File: config.mk
export PLATFORM = sky130hd
export DESIGN_NAME = store_order_check
export DESIGN_NICKNAME = d
export VERILOG_FILES = /design/src/rtl/store_order_pkg.sv /design/src/rtl/store_order_dp.sv /design/src/rtl/store_order_ctrl.sv /design/src/rtl/store_order_check.sv
export SDC_FILE = /design/constraint.sdc
export NUM_CORES = 1
export LEC_CHECK = 0
export CAP_MARGIN = 20
export CORE_MARGIN = 3
export CORE_UTILIZATION = 62
export CTS_BUF_LIST = sky130_fd_sc_hd__clkbuf_16
export CTS_CLUSTER_SIZE = 12
export DETAILED_ROUTE_END_ITERATION = 10
export DONT_BUFFER_PORTS = 1
export PLACE_DENSITY = 0.76
export SETUP_SLACK_MARGIN = 0.4
export SLEW_MARGIN = 40
export SYNTH_ARGS = -nofsm -noshare
export SYNTH_HDL_FRONTEND = slang
export SYNTH_SLANG_ARGS = --single-unit
File: constraint.sdc
create_clock -name clk -period 14 [get_ports clk]
set_input_delay 2.1 -clock clk [delete_from_list [all_inputs] [get_ports clk]]
set_output_delay 2.1 -clock clk [all_outputs]
set_load 0.03 [all_outputs]
File: src/rtl/store_order_pkg.sv
package store_order_pkg;

  typedef enum logic [1:0] {
    VERD_IDLE    = 2'b00,
    VERD_DONE    = 2'b01,
    VERD_REPLAY  = 2'b10,
    VERD_MISSPEC = 2'b11
  } verdict_e;

  // Strobes from control to datapath
  typedef struct packed {
    logic     capture;
    logic     depValid;
    logic     aliasValid;
    logic     secondPhase;
    verdict_e verdict;
  } ctrl_strobe_t;

endpackage

File: src/rtl/store_order_dp.sv
module store_order_dp
  import store_order_pkg::*;
#(
  parameter int QDEPTH = 8,
  parameter int AW     = 12,
  parameter int IDW    = 6,
  parameter int NPAR   = 2,
  localparam int IDXW  = $clog2(QDEPTH),
  localparam int NOFF  = QDEPTH - 1
) (
  input  logic                   clk,
  input  logic                   rstN,
  input  logic [IDXW-1:0]        headIdx,
  input  logic [IDXW:0]          count,
  input  logic [IDXW-1:0]        storeIdx,
  input  logic [AW-1:0]          storeChunk,
  input  logic [QDEPTH-1:0]      entIsStore,
  input  logic [QDEPTH-1:0]      entAddrValid,
  input  logic [QDEPTH-1:0]      entDataValid,
  input  logic [QDEPTH-1:0]      entLoadFence,
  input  logic [QDEPTH-1:0]      entStoreFence,
  input  logic [QDEPTH-1:0]      entIssued,
  input  logic [QDEPTH*AW-1:0]   entChunk,
  input  logic [QDEPTH*IDW-1:0]  entId,
  input  logic [NPAR-1:0]        parValid,
  input  logic [NPAR*AW-1:0]     parChunk,
  // Per-offset lookup results (bit j is offset j+1)
  output logic [NOFF-1:0]        olderHit,
  output logic [NOFF-1:0]        olderBoth,
  output logic [NOFF-1:0]        youngerHit,
  output logic                   parHit,
  // From control
  input  ctrl_strobe_t           strobe,
  input  logic [NOFF-1:0]        depSel,
  input  logic [NOFF-1:0]        aliasSel,
  // Registered result
  output logic                   resValid,
  output verdict_e               verdict,
  output logic                   depValid,
  output logic [IDXW-1:0]        depIdx,
  output logic                   secondPhase,
  output logic                   aliasValid,
  output logic [IDW-1:0]         aliasId
);

  logic [IDXW-1:0] olderCnt;
  logic [IDXW:0]   olderCntWide;
  logic [IDXW:0]   youngerCnt;

  always_comb begin
    olderCnt     = storeIdx - headIdx;
    olderCntWide = {1'b0, olderCnt};
    if (count > olderCntWide) youngerCnt = count - olderCntWide - 1'b1;
    else                      youngerCnt = '0;
  end

  logic [IDXW-1:0] olderSlot   [NOFF];
  logic [IDXW-1:0] youngerSlot [NOFF];

  for (genvar j = 0; j < NOFF; j++) begin : g_off
    localparam int K = j + 1;
    logic [IDXW-1:0] oS;
    logic [IDXW-1:0] yS;
    logic            oIn;
    logic            yIn;
    logic            oSkip;
    logic            oEq;
    logic            yEq;

    assign oS  = storeIdx - IDXW'(K);
    assign yS  = storeIdx + IDXW'(K);
    assign oIn = (IDXW+1)'(K) <= olderCntWide;
    assign yIn = (IDXW+1)'(K) <= youngerCnt;
    assign oEq = entChunk[oS*AW +: AW] == storeChunk;
    assign yEq = entChunk[yS*AW +: AW] == storeChunk;

    // Loads, resolved fences and unresolved load-only fences are passed over
    assign oSkip = !entIsStore[oS]
                 || (entAddrValid[oS] && (entLoadFence[oS] || entStoreFence[oS]))
                 || (!entAddrValid[oS] && entLoadFence[oS] && !entStoreFence[oS]);

    assign olderHit[j]   = oIn && !oSkip && (!entAddrValid[oS] || oEq);
    assign olderBoth[j]  = entAddrValid[oS] && entDataValid[oS];
    assign youngerHit[j] = yIn && !entIsStore[yS] && entAddrValid[yS]
                         && entIssued[yS] && yEq;
    assign olderSlot[j]   = oS;
    assign youngerSlot[j] = yS;
  end

  always_comb begin
    parHit = 1'b0;
    for (int p = 0; p < NPAR; p++) begin
      if (parValid[p] && (parChunk[p*AW +: AW] == storeChunk)) parHit = 1'b1;
    end
  end

  // Turn one-hot selects into slot and identifier
  logic [IDXW-1:0] depIdxNext;
  logic [IDW-1:0]  aliasIdNext;

  always_comb begin
    depIdxNext  = '0;
    aliasIdNext = '0;
    for (int j = 0; j < NOFF; j++) begin
      if (depSel[j])   depIdxNext  = depIdxNext | olderSlot[j];
      if (aliasSel[j]) aliasIdNext = aliasIdNext | entId[youngerSlot[j]*IDW +: IDW];
    end
  end

  always_ff @(posedge clk) begin
    if (!rstN) begin
      resValid    <= 1'b0;
      verdict     <= VERD_IDLE;
      depValid    <= 1'b0;
      depIdx      <= '0;
      secondPhase <= 1'b0;
      aliasValid  <= 1'b0;
      aliasId     <= '0;
    end else begin
      resValid    <= strobe.capture;
      verdict     <= strobe.verdict;
      depValid    <= strobe.depValid;
      depIdx      <= strobe.depValid ? depIdxNext : '0;
      secondPhase <= strobe.secondPhase;
      aliasValid  <= strobe.aliasValid;
      aliasId     <= strobe.aliasValid ? aliasIdNext : '0;
    end
  end

endmodule

File: src/rtl/store_order_ctrl.sv
module store_order_ctrl
  import store_order_pkg::*;
#(
  parameter int QDEPTH = 8,
  localparam int NOFF  = QDEPTH - 1
) (
  input  logic            reqValid,
  input  logic            storeDataReady,
  input  logic [NOFF-1:0] olderHit,
  input  logic [NOFF-1:0] olderBoth,
  input  logic [NOFF-1:0] youngerHit,
  input  logic            parHit,
  output ctrl_strobe_t    strobe,
  output logic [NOFF-1:0] depSel,
  output logic [NOFF-1:0] aliasSel
);

  logic [NOFF-1:0] depOh;
  logic [NOFF-1:0] aliasOh;
  logic            anyDep;
  logic            anyAlias;
  logic            depBoth;
  logic            isReady;

  always_comb begin
    // Lowest offset wins: nearest entry in each direction
    depOh    = olderHit & (~olderHit + 1'b1);
    aliasOh  = youngerHit & (~youngerHit + 1'b1);
    anyDep   = |olderHit;
    anyAlias = |youngerHit;
    depBoth  = |(depOh & olderBoth);
    isReady  = storeDataReady && (!anyDep || depBoth);

    strobe.capture     = reqValid;
    strobe.depValid    = reqValid && anyDep;
    strobe.aliasValid  = 1'b0;
    strobe.secondPhase = 1'b0;
    strobe.verdict     = VERD_IDLE;
    depSel             = depOh;
    aliasSel           = '0;

    if (reqValid) begin
      if (!isReady) begin
        strobe.verdict     = VERD_REPLAY;
        strobe.secondPhase = 1'b1;
      end else if (anyAlias && parHit) begin
        strobe.verdict = VERD_REPLAY;
      end else if (anyAlias) begin
        strobe.verdict    = VERD_MISSPEC;
        strobe.aliasValid = 1'b1;
        aliasSel          = aliasOh;
      end else begin
        strobe.verdict = VERD_DONE;
      end
    end
  end

endmodule

File: src/rtl/store_order_check.sv
module store_order_check
  import store_order_pkg::*;
#(
  parameter int QDEPTH = 8,
  parameter int AW     = 12,
  parameter int IDW    = 6,
  parameter int NPAR   = 2,
  localparam int IDXW  = $clog2(QDEPTH),
  localparam int NOFF  = QDEPTH - 1
) (
  input  logic                  clk,
  input  logic                  rstN,
  input  logic                  reqValid,
  input  logic [IDXW-1:0]       headIdx,
  input  logic [IDXW:0]         count,
  input  logic [IDXW-1:0]       storeIdx,
  input  logic [AW-1:0]         storeChunk,
  input  logic                  storeDataReady,
  input  logic [QDEPTH-1:0]     entIsStore,
  input  logic [QDEPTH-1:0]     entAddrValid,
  input  logic [QDEPTH-1:0]     entDataValid,
  input  logic [QDEPTH-1:0]     entLoadFence,
  input  logic [QDEPTH-1:0]     entStoreFence,
  input  logic [QDEPTH-1:0]     entIssued,
  input  logic [QDEPTH*AW-1:0]  entChunk,
  input  logic [QDEPTH*IDW-1:0] entId,
  input  logic [NPAR-1:0]       parValid,
  input  logic [NPAR*AW-1:0]    parChunk,
  output logic                  resValid,
  output logic [1:0]            verdict,
  output logic                  depValid,
  output logic [IDXW-1:0]       depIdx,
  output logic                  secondPhase,
  output logic                  aliasValid,
  output logic [IDW-1:0]        aliasId
);

  logic [NOFF-1:0] olderHit;
  logic [NOFF-1:0] olderBoth;
  logic [NOFF-1:0] youngerHit;
  logic            parHit;
  ctrl_strobe_t    strobe;
  logic [NOFF-1:0] depSel;
  logic [NOFF-1:0] aliasSel;
  verdict_e        verdictQ;

  store_order_ctrl #(.QDEPTH(QDEPTH)) u_ctrl (
    .reqValid       (reqValid),
    .storeDataReady (storeDataReady),
    .olderHit       (olderHit),
    .olderBoth      (olderBoth),
    .youngerHit     (youngerHit),
    .parHit         (parHit),
    .strobe         (strobe),
    .depSel         (depSel),
    .aliasSel       (aliasSel)
  );

  store_order_dp #(.QDEPTH(QDEPTH), .AW(AW), .IDW(IDW), .NPAR(NPAR)) u_dp (
    .clk           (clk),
    .rstN          (rstN),
    .headIdx       (headIdx),
    .count         (count),
    .storeIdx      (storeIdx),
    .storeChunk    (storeChunk),
    .entIsStore    (entIsStore),
    .entAddrValid  (entAddrValid),
    .entDataValid  (entDataValid),
    .entLoadFence  (entLoadFence),
    .entStoreFence (entStoreFence),
    .entIssued     (entIssued),
    .entChunk      (entChunk),
    .entId         (entId),
    .parValid      (parValid),
    .parChunk      (parChunk),
    .olderHit      (olderHit),
    .olderBoth     (olderBoth),
    .youngerHit    (youngerHit),
    .parHit        (parHit),
    .strobe        (strobe),
    .depSel        (depSel),
    .aliasSel      (aliasSel),
    .resValid      (resValid),
    .verdict       (verdictQ),
    .depValid      (depValid),
    .depIdx        (depIdx),
    .secondPhase   (secondPhase),
    .aliasValid    (aliasValid),
    .aliasId       (aliasId)
  );

  assign verdict = verdictQ;

endmodule

==> Word-level counts from Yosys, hierarchy flattened <==
Index checks and enable logic that the tools add are counted.
{ "op_classes": {"n_addsub": 19, "multipliers": 21, "div": 0, "n_lt_le_gt_ge": 29, "n_eq_ne": 16, "shift": 21, "mux": 141, "bitwise_logic": 20, "n_reduce_logical": 147} }
{ "op_table": {"columns": ["operator", "n"], "rows": [
  ["$shiftx A96 B8 Y12", 14],
  ["$shiftx A48 B7 Y6", 7],
  ["$eq A12 B12 Y1", 16],
  ["$bmux W1 S3", 56],
  ["$mul A3 B2 Y5 const B", 21],
  ["$logic_and A1 B1 Y1", 75],
  ["$mux W1", 62],
  ["$lt A3 B4 Y1 const B", 14],
  ["$mux W6", 7],
  ["$logic_not A1 Y1", 36],
  ["$or A6 B6 Y6", 6],
  ["$logic_or A1 B1 Y1", 29],
  ["$mux W7", 4],
  ["$and A7 B7 Y7", 3],
  ["$mux W3", 7],
  ["$reduce_or A7 Y1", 3],
  ["$or A3 B3 Y3", 6],
  ["$le A3 B4 Y1 const A", 4],
  ["$add A7 B1 Y7 const B", 2],
  ["$not A7 Y7", 2],
  ["$add A3 B3 Y3 const B", 4],
  ["$le A3 B3 Y1 const A", 4],
  ["$sub A3 B3 Y3 const B", 4],
  ["$le A2 B4 Y1 const A", 2],
  ["other kinds (16)", 26]
]} }
{ "word_totals": {"regBits": 15, "latchBits": 0, "ram_bits": 0, "romBits": 0, "inputBits": 244, "word_cells": 422, "mem_count": 0} }

==> Logic depth before layout (Yosys ltp) <==
Gate-level depths: netlist (run 1).
{ "logic_depth": {"ltp_word": 32, "mapped_depth": 27} }

==> Hierarchy <==
Synthesis (run 1) repeated with hierarchy kept, for this count alone.
{ "hier_totals": {"cells_unflattened": 937, "hier_area_um2": 9451.6} }
{ "modules_own_cells": {"columns": ["module", "n_inst", "cells_each", "area_per_inst_um2", "seq_area_each_um2"], "rows": [
  ["store_order_dp", 1, 884, 9110.0, 300.3],
  ["store_order_ctrl", 1, 53, 341.6, 0.0]
]} }

==> Worst setup path after synthesis (run 1) <==
Ideal clock, no wire load.
{ "synth_path": {"path_kind": "input port to flip-flop", "from": "input storeIdx[1]", "to": "register u_dp.aliasId[4]", "t_arrival_ns": 7.598, "path_slack_ns": 6.329, "cell_stages": 26, "path_buffers": 13, "path_cell_list": "buf_4 buf_6 buf_6 buf_6 buf_2 buf_2 clkbuf_1 clkbuf_1 inv_1 ha_1 buf_2 buf_2 buf_2 buf_2 mux4_2 nor2b_1 a22oi_1 a21oi_1 o21ai_2 nand3_1 buf_2 nor3b_1 nand3_2 nor4b_1 o22ai_1 a21oi_1"} }
{ "synth_between": {"elab_chain_cells": 32, "elab_cells_between_ends": 370, "cone_classes": "add/sub: 19; mul: 21; order compare: 15; eq/ne: 14; shift: 21; mux: 128; bitwise: 11; reduce/logical: 141"} }
{ "synth_lines": {"columns": ["element", "line", "source"], "rows": [
  ["from (decl)", "store_order_check.sv:16", "input logic [IDXW-1:0] storeIdx,"],
  ["parallel branches: the longest is 32 deep, another holds $add A7 B1 Y7", null, null],
  ["to (signal assigned)", "store_order_dp.sv:126", "aliasId <= strobe.aliasValid ? aliasIdNext : '0;"],
  ["to (decl)", "store_order_dp.sv:43", "output logic [IDW-1:0] aliasId"]
]} }
Several ways; the timed one is not identified. The select of a mux whose other input is x is not followed.
A chain may end at the register's enable or synchronous reset.

==> Worst setup path after layout (run 1) <==
{ "layout_path": {"from": "input storeIdx[0]", "to": "register u_dp.aliasId[0]"} }
The elaborated chain is that of the path after synthesis.

==> flow_metrics.tcl, run 1 <==
set metrics [dict create \
    synthArstFlopShare_pct 0 \
    finalCriticalPeriod_ns 7.62 \
    hpwlAfterDp_mm 23.8 \
    fin_crit_sh_pct 54.4 \
    crit_type "input port to flip-flop" \
    worstMarginPinSlew_ns 0.932 \
    numClockSinks 15 \
    yosysMostFrequentCell "mux4_2" \
    placed_area_um2 9490 \
    hold_class "input port to flip-flop" \
    synth_adder_area_share_pct 1.29 \
    synth-simple-area-share_pct 17.5 \
    slew_violations 0 \
    cp_max_fo 170 \
    yosys.area.top_type_share_pct 35.9 \
    yosysTopAreaCell "mux4_2" \
    post_cts_buffers 0 \
    fin_area_um2 9570 \
    synth_cell_type_count 87 \
    synth_enable_flop_cells 0 \
    num_rows 45 \
    grt.total_usage_pct 34.6 \
    min_path_cells 1 \
    antenna_found_initial 0 \
    dieArea_um2 17100 \
    grt_pass1_wl_mm 46.4 \
    cp_cell_sequence "inv_1 -> ha_4 -> buf_6 -> mux4_2 -> mux2i_1 -> xnor2_1 -> nor4_1 -> o2111ai_1 -> nand2_1 -> a31oi_1 -> a211oi_4 -> nor2_1 -> nand3_1 -> a21oi_1" \
    synthMuxAreaShare_pct 46.2 \
    layout.nets 1179 \
    rsz0062_at_grt "no" \
    area_growth_pct -1.10 \
    synth_top_family_by_area "multiplexers" \
    synth_ff_type "dfxtp_1" \
    cpPeakStageDelay_ns 0.77 \
    synth.avg_cell_area_um2 9.64 \
    status "finished clean" \
    drtIter0Drc 980 \
    drc 0 \
    synth_compound_area_share_pct 12.2 \
    die_w_um 131 \
    clk_pin_slew_ns 0.05 \
    synth_seq_cells 15 \
    synth_xor_xnor_area_share_pct 13.4 \
    yosys-top-cells-area "mux4_2 (36%), xnor2_1 (9.7%), mux2i_1 (8.6%)" \
    insertedDiodeCount 0 \
    crit_family "simple AND/OR/NAND/NOR gates" \
    wl_met3_mm 3.52 \
    detail-route-antenna-nets 0 \
    netlist_area_um2 9670 \
    drt_wl_total_mm 30.6 \
    path_buf_inv 2 \
    yosysSeqAreaShare_pct 3.10 \
    wl_met1_mm 11.0 \
    dr_wl_met2_mm 14.9 \
    grt_pass1_vias 8538 \
    finalSetupTns_ns 0 \
    grt_max_degree 171 \
    p_leak_nw 3.18 \
    power.total_uw 481 \
    cts_inserted_buffers 3 \
    cap_violations 0 \
    max_freq_ghz 0.131 \
    cp_data_required_time_ns 14.12 \
    endpoint_kind "flip-flop" \
    hold_viol 0 \
    ctsLongestPathBuffers 2 \
    core_area_um2 15300 \
    dr_total_vias 8828 \
    ir_drop_v 0.0000540 \
    cts_resized 0 \
    cpMaxStageDelayCell "a211oi_4" \
    cp.depth 14 \
    grt_overflow 0 \
    cts_tree "done" \
    synth_nets 1256 \
    die_h_um 131 \
    setup_viol 0 \
    start_util_pct 63.4 \
    start_kind "input port" \
    power.density_nw_per_um2 50.3 \
    cts-root-buf "clkbuf_16" \
    synthCells 1004 \
    htree_levels 1 \
    wl_per_cell_um 27.0 \
    yosys_warnings 0 \
    drive_gt1_share_pct 22.8 \
    slew-limit-headroom_pct 37.0 \
    globalplace.congestion 1.04 \
    top_layer_used "met4" \
    dr.pass1.iters 5 \
    synth_commonest_cells "mux4_2 (154), nand2_1 (124), xnor2_1 (107), mux2i_1 (83), nor3_1 (46)" \
    ctsHoldBuffers 0 \
    ioPinCount 259 \
    cp.arrival_ns 7.74 \
    vias_per_cell 7.76 \
    port-buffer-count 0 \
]
==> kinds of logic after synthesis <==
logic type      after synthesis
flops                        15
mux                         252
compound gates              155
fa+ha+maj                     9
buf+inv                     106
simple gates                322
xor+xnor                    145
==> metrics by stage <==
stage | hold WS [ns] | std cells | util (%) | setup WS (ns)
6_report | 1.95 | 1137 | 62.7 | 6.38
5_1_grt | 1.95 | 1137 | 62.7 | 6.18
4_1_cts | 1.95 | 1137 | 62.7 | 6.56
3_5_place_dp | 2.20 | 1133 | 62.2 | 6.31
3_3_place_gp | 2.20 | 1133 | 62.1 | 6.34
2_1_floorplan | 2.19 | 1004 | - | 6.33
==> final timing paths <==
check	startpoint	end	slack, ns
max	storeIdx[0]	u_dp.aliasId[0]	6.38
min	storeDataReady	u_dp.secondPhase	1.95
==> where the power goes <==
group,internal [mW],leakage (nW),total (mW),switching (mW)
clock network,0.0378,0.0423,0.0549,0.0171
registers,0.0449,0.122,0.0497,0.00483
logic,0.188,3.02,0.377,0.189
total,0.271,3.18,0.481,0.210
==> metal layers <==
metal	vias to the layer above	global-route usage, %
met4	0	12.9
met2	631	57.3
li1	3827	-
met1	4278	44.8
met5	-	0
met3	92	7.40
==> state kept, by name (all words and copies together) (netlist names) <==
register          cells
u_dp.verdict          2
u_dp.aliasValid       1
u_dp.depIdx           3
u_dp.aliasId          6
u_dp.secondPhase      1
u_dp.resValid         1
u_dp.depValid         1
==> placed cells by master (no fill, tap or decap), types with 4 or more instances in the layout <==
cell	netlist	routed
mux4_2	154	154
nand2_1	124	124
xnor2_1	107	105
mux2i_1	83	83
nor3_1	46	46
xor2_1	36	36
nor2_1	29	29
nand3_1	27	27
a21oi_1	22	22
inv_1	17	18
o22ai_1	16	16
o21ai_0	15	15
dfxtp_1	15	15
nor2b_1	14	14
mux2_2	14	14
nor4b_1	13	13
nand4_1	12	12
nor4_1	11	11
o211ai_1	10	10
a221oi_1	10	10
a22oi_1	8	8
a31oi_1	7	7
o2111ai_1	6	6
o31ai_1	6	6
o41ai_1	6	6
buf_4	7	6
nor3b_1	5	5
o32ai_1	5	5
ha_1	6	5
and2_1	4	4
a221oi_2	4	4
nand3b_1	4	4
and3_1	4	4
nand2b_1	4	4
==> cell type report <==
class | instances | area [µm²]
clock buffers | 3 | 75.1
clock inverters | 1 | 3.75
fillers | 1262 | 5690
inverters | 17 | 63.8
multi-input cells | 883 | 8800
flip-flops and latches | 15 | 300
well taps | 211 | 264
repair buffers | 7 | 56.3
No activity file was read; power rests on OpenSTA's default activity.
==> inputs of run 2 (changes only) <==
Settings changed: CORE_UTILIZATION 62 to 61, PLACE_DENSITY 0.76 to 0.78.
Clock period 14 ns to 6.5 ns, I/O delays scaled along.
==> flow_metrics.tcl, run 2 (synthesized netlist as in run 1, its figures left out) <==
set metrics [dict create \
    fin_util_pct 63.0 \
    drc 0 \
    insertedDiodeCount 0 \
    drive_gt1_share_pct 24.0 \
    final_common_cell "mux4_2" \
    cap_violations 0 \
    area_growth_pct 0.168 \
    dieArea_um2 17400 \
    vias_per_cell 7.82 \
    cts_inserted_buffers 3 \
    finalSetupTns_ns 0 \
    grt_max_degree 171 \
    setup_viol 0 \
    rsz0062_at_grt "no" \
    detail-route-antenna-nets 0 \
    cp_max_fo 170 \
    start_kind "input port" \
    cp.arrival_ns 5.82 \
    largest_reg_flops 6 \
    crit_family "compound AO/OA/AOI/OAI gates" \
    grt_pass1_vias 8727 \
    hold_viol 0 \
    num_rows 45 \
    die_h_um 132 \
    endpoint_kind "flip-flop" \
    min_path_cells 1 \
    htree_levels 1 \
    globalplace.congestion 1.02 \
    power.density_nw_per_um2 108 \
    slew-limit-headroom_pct 51.3 \
    ctsLongestPathBuffers 2 \
    worstMarginPinSlew_ns 0.726 \
    ioPinCount 259 \
    status "finished clean" \
    cp_data_required_time_ns 6.66 \
    cp.depth 18 \
    start_util_pct 62.9 \
    port-buffer-count 0 \
    numClockSinks 15 \
    cp_cell_sequence "inv_1 -> ha_1 -> inv_1 -> fa_1 -> inv_1 -> ha_1 -> nor2b_1 -> o21a_1 -> maj3_1 -> o211ai_1 -> nand2_1 -> o2111ai_1 -> nand3_1 -> o31ai_2 -> nand3_2 -> nor4b_1 -> o22ai_1 -> a21oi_1" \
    ir_drop_v 0.000105 \
    slew_violations 0 \
    layout.nets 1192 \
    reg_top3 "u_dp.aliasId (6), u_dp.depIdx (3), u_dp.verdict (2)" \
    cts_tree "done" \
    post_cts_buffers 0 \
    clk_pin_slew_ns 0.05 \
    antenna_found_initial 0 \
    cp_common_cell "inv_1" \
    ctsHoldBuffers 0 \
    grt.total_usage_pct 34.4 \
    drtIter0Drc 980 \
    grt_overflow 0 \
    cts_resized 0 \
    cpMaxStageDelayCell "o31ai_2" \
    cts-root-buf "clkbuf_16" \
    regMostFlops "u_dp.aliasId" \
    grt_pass1_wl_mm 49.0 \
    fin_crit_sh_pct 87.1 \
    wl_per_cell_um 27.4 \
    cpPeakStageDelay_ns 0.60 \
    dr_total_vias 8996 \
    hpwlAfterDp_mm 24.7 \
    die_w_um 132 \
    layout_common_cells "mux4_2 (154), nand2_1 (124), xnor2_1 (105), mux2i_1 (83), nor3_1 (46)" \
    finalCriticalPeriod_ns 5.66 \
    n_fill_cell 1297 \
    dr.pass1.iters 6 \
    path_buf_inv 3 \
    p_leak_nw 3.26 \
    hold_class "input port to flip-flop" \
    max_freq_ghz 0.177 \
    core_area_um2 15400 \
    crit_type "input port to flip-flop" \
    drt_wl_total_mm 31.5 \
]
run 2: worst paths after layout:
path                  startpoint               end  slack, ns
setup / recovery     storeIdx[0]   u_dp.aliasId[2]       0.84
hold / removal    storeDataReady  u_dp.secondPhase       0.83
run 2: stage by stage:
step	total power, mW	instances	hold WS [ns]	worst slack [ns]	area (µm²)
6_report	1.04	1150	0.827	0.837	9690
5_1_grt	1.11	1150	0.836	0.745	9690
4_1_cts	1.03	1150	0.826	1.19	9680
3_5_place_dp	0.913	1146	1.07	0.954	9600
3_3_place_gp	0.907	1146	1.08	1.06	9590
2_1_floorplan	0.842	1004	1.07	0.422	9690
run 2: layout make-up:
cell class | count | area, µm² | area share (%)
inverter | 17 | 63.8 | 0.658
sequential | 15 | 300 | 3.10
clock buffer | 3 | 75.1 | 0.775
multi-input combinational | 883 | 8820 | 91.0
tap | 211 | 264 | 2.72
clock inverter | 1 | 3.75 | 0.0387
timing repair buffer | 20 | 163 | 1.68
run 2: power by group:
group,switching (mW),total (mW),internal [mW]
sequential,0.0105,0.107,0.0968
clock,0.0330,0.114,0.0811
combinational,0.405,0.823,0.418
total,0.448,1.04,0.596
run 2: metal layers:
metal | vias to the layer above | track usage (%) | routed length [µm]
met5 | - | 0 | 0
li1 | 3856 | - | -
met2 | 694 | 57.2 | 15300
met3 | 105 | 8.63 | 3750
met4 | 0 | 13.7 | 1440
met1 | 4341 | 43.3 | 11000
==> inputs of run 3 (changes only) <==
Settings changed: SYNTH_HIERARCHICAL set to 1.
==> flow_metrics.tcl, run 3 <==
set metrics [dict create \
    yosysSeqAreaShare_pct 3.18 \
    max_freq_ghz 0.177 \
    cp.arrival_ns 5.81 \
    drc 1 \
    synth_ff_type "dfxtp_1" \
    area_growth_pct -0.265 \
    grt_max_degree 181 \
    cts_inserted_buffers 3 \
    grt_pass1_vias 8065 \
    synthArstFlopShare_pct 0 \
    crit_type "input port to flip-flop" \
    layout_common_cells "nand2_1 (176), mux4_2 (161), xnor2_1 (97), mux2i_1 (70), xor2_1 (38)" \
    finalCriticalPeriod_ns 5.64 \
    yosys.area.top_type_share_pct 38.4 \
    synth.avg_cell_area_um2 10.1 \
    cts_resized 0 \
    start_kind "input port" \
    grt_pass1_wl_mm 46.1 \
    core_area_um2 14900 \
    numClockSinks 15 \
    post_cts_buffers 0 \
    synth_cell_type_count 71 \
    yosys-top-cells-area "mux4_2 (38%), xnor2_1 (9.3%), mux2i_1 (7.4%)" \
    fin_area_um2 9430 \
    die_w_um 130 \
    drtIter0Drc 1539 \
    synth_nets 1190 \
    cts_tree "done" \
    insertedDiodeCount 0 \
    cp_data_required_time_ns 6.67 \
    setup_viol 0 \
    p_leak_nw 3.32 \
    fin_util_pct 63.4 \
    endpoint_kind "flip-flop" \
    reg_top3 "u_dp/aliasId (6), u_dp/depIdx (3), u_dp/verdict (2)" \
    yosysMostFrequentCell "nand2_1" \
    seqCellArea_um2 300 \
    ioPinCount 259 \
    placed_area_um2 9350 \
    globalplace.congestion 0.977 \
    dr.pass1.iters 11 \
    die_h_um 130 \
    regMostFlops "u_dp/aliasId" \
    start_util_pct 63.6 \
    synth_enable_flop_cells 0 \
    violations "DRC" \
    power.density_nw_per_um2 108 \
    slew-limit-headroom_pct 41.7 \
    yosys_warnings 6 \
    rsz0062_at_grt "no" \
    grt.total_usage_pct 34.6 \
    cap_violations 0 \
    finalSetupTns_ns 0 \
    grt_overflow 0 \
    ctsHoldBuffers 0 \
    layout.nets 1129 \
    wl_per_cell_um 28.8 \
    clk_pin_slew_ns 0.05 \
    final_common_cell "nand2_1" \
    fin_crit_sh_pct 86.8 \
    holdWs_ns 0.856 \
    drive_gt1_share_pct 24.2 \
    yosysTopAreaCell "mux4_2" \
    port-buffer-count 0 \
    cp_max_fo 180 \
    worstMarginPinSlew_ns 0.868 \
    hpwlAfterDp_mm 23.8 \
    netlist_area_um2 9450 \
    htree_levels 1 \
    largest_reg_flops 6 \
    n_fill_cell 1200 \
    vias_per_cell 8.08 \
    multiInputGateArea_um2 8600 \
    synthCells 937 \
    hold_class "input port to flip-flop" \
    drt_wl_total_mm 30.5 \
    cts-root-buf "clkbuf_16" \
    dr_total_vias 8555 \
    antenna_found_initial 0 \
    status "finished, violations left" \
    detail-route-antenna-nets 0 \
    min_path_cells 1 \
    synth_commonest_cells "nand2_1 (176), mux4_2 (161), xnor2_1 (100), mux2i_1 (70), xor2_1 (40)" \
    slew_violations 0 \
    num_rows 44 \
    dieArea_um2 17000 \
    ir_drop_v 0.0000921 \
    hold_viol 0 \
    synth_seq_cells 15 \
    ctsLongestPathBuffers 2 \
]
==> run 3: cell count changes in the layout (fill, tap and decap cells not counted), moves of 8 or more <==
cell | before | now
a221oi_1 | 10 | 0
mux2_2 | 14 | 1
mux2i_1 | 83 | 70
mux4_1 | 0 | 22
nand2_1 | 124 | 176
nand3_1 | 27 | 16
nor3_1 | 46 | 10
nor4b_1 | 13 | 2
o22ai_1 | 16 | 1
xnor2_1 | 105 | 97
==> run 3: power breakdown <==
| part | switching [mW] | internal (mW) |
|---|---|---|
| Combinational | 0.378 | 0.413 |
| Sequential | 0.00988 | 0.0966 |
| Clock | 0.0364 | 0.0820 |
==> run 3: routing by layer <==
| layer | part of all wire, % | global-route usage (%) | vias to the layer above |
|---|---|---|---|
| met3 | 15 | 9.11 | 88 |
| met1 | 36 | 48.5 | 4179 |
| met2 | 46 | 55.2 | 718 |
| met4 | 2.8 | 7.32 | 0 |
| met5 | 0 | 0 | - |
| li1 | - | - | 3570 |
==> run 3: cell families after synthesis <==
kind of cell / after synthesis / synth area share, %
buffers and inverters: 106 / 6.51
adder cells (fa/ha/maj): 9 / 1.35
XOR/XNOR: 142 / 13.3
multiplexers: 254 / 52.0
AND/OR/NAND/NOR: 300 / 15.1
flip-flops: 15 / 3.18
AO/OA/AOI/OAI: 111 / 8.58
==> run 3: critical path: stages <==
cell	delay, ns
inv_2	0.10
ha_1	0.16
inv_1	0.05
fa_1	0.37
xnor2_1	0.16
xnor2_1	0.53
inv_1	0.17
ha_1	0.35
a21oi_1	0.07
a31oi_1	0.23
o311ai_0	0.18
o21a_1	0.28
nor4_1	0.47
nor2_1	0.13
nand3_1	0.13
or2_2	0.16
nand2_1	0.10
nor3_1	0.73
a222oi_1	0.24
a31oi_1	0.19
==> run 3: area by class of cell <==
cell class	instances	area share, %
sequential	15	3.19
clock inverter	1	0.0531
clock buffer	3	0.796
inverter	25	0.995
multi-input combinational	816	91.2
tap	184	2.44
timing repair buffer	15	1.33
==> run 3: final timing paths <==
path | startpoint | to | slack [ns]
worst max-delay path | storeIdx[0] | u_dp/aliasId[2] | 0.86
worst min-delay path | rstN | u_dp/resValid | 0.86
==> run 3: metrics by stage <==
step	setup slack [ns]	instances	power, mW
final	0.861	1059	1.02
after global routing	0.474	1059	1.07
after CTS	1.03	1059	0.998
after detailed placement	0.792	1055	0.875
after global placement	0.830	1055	0.866
after floorplan	0.487	937	0.810
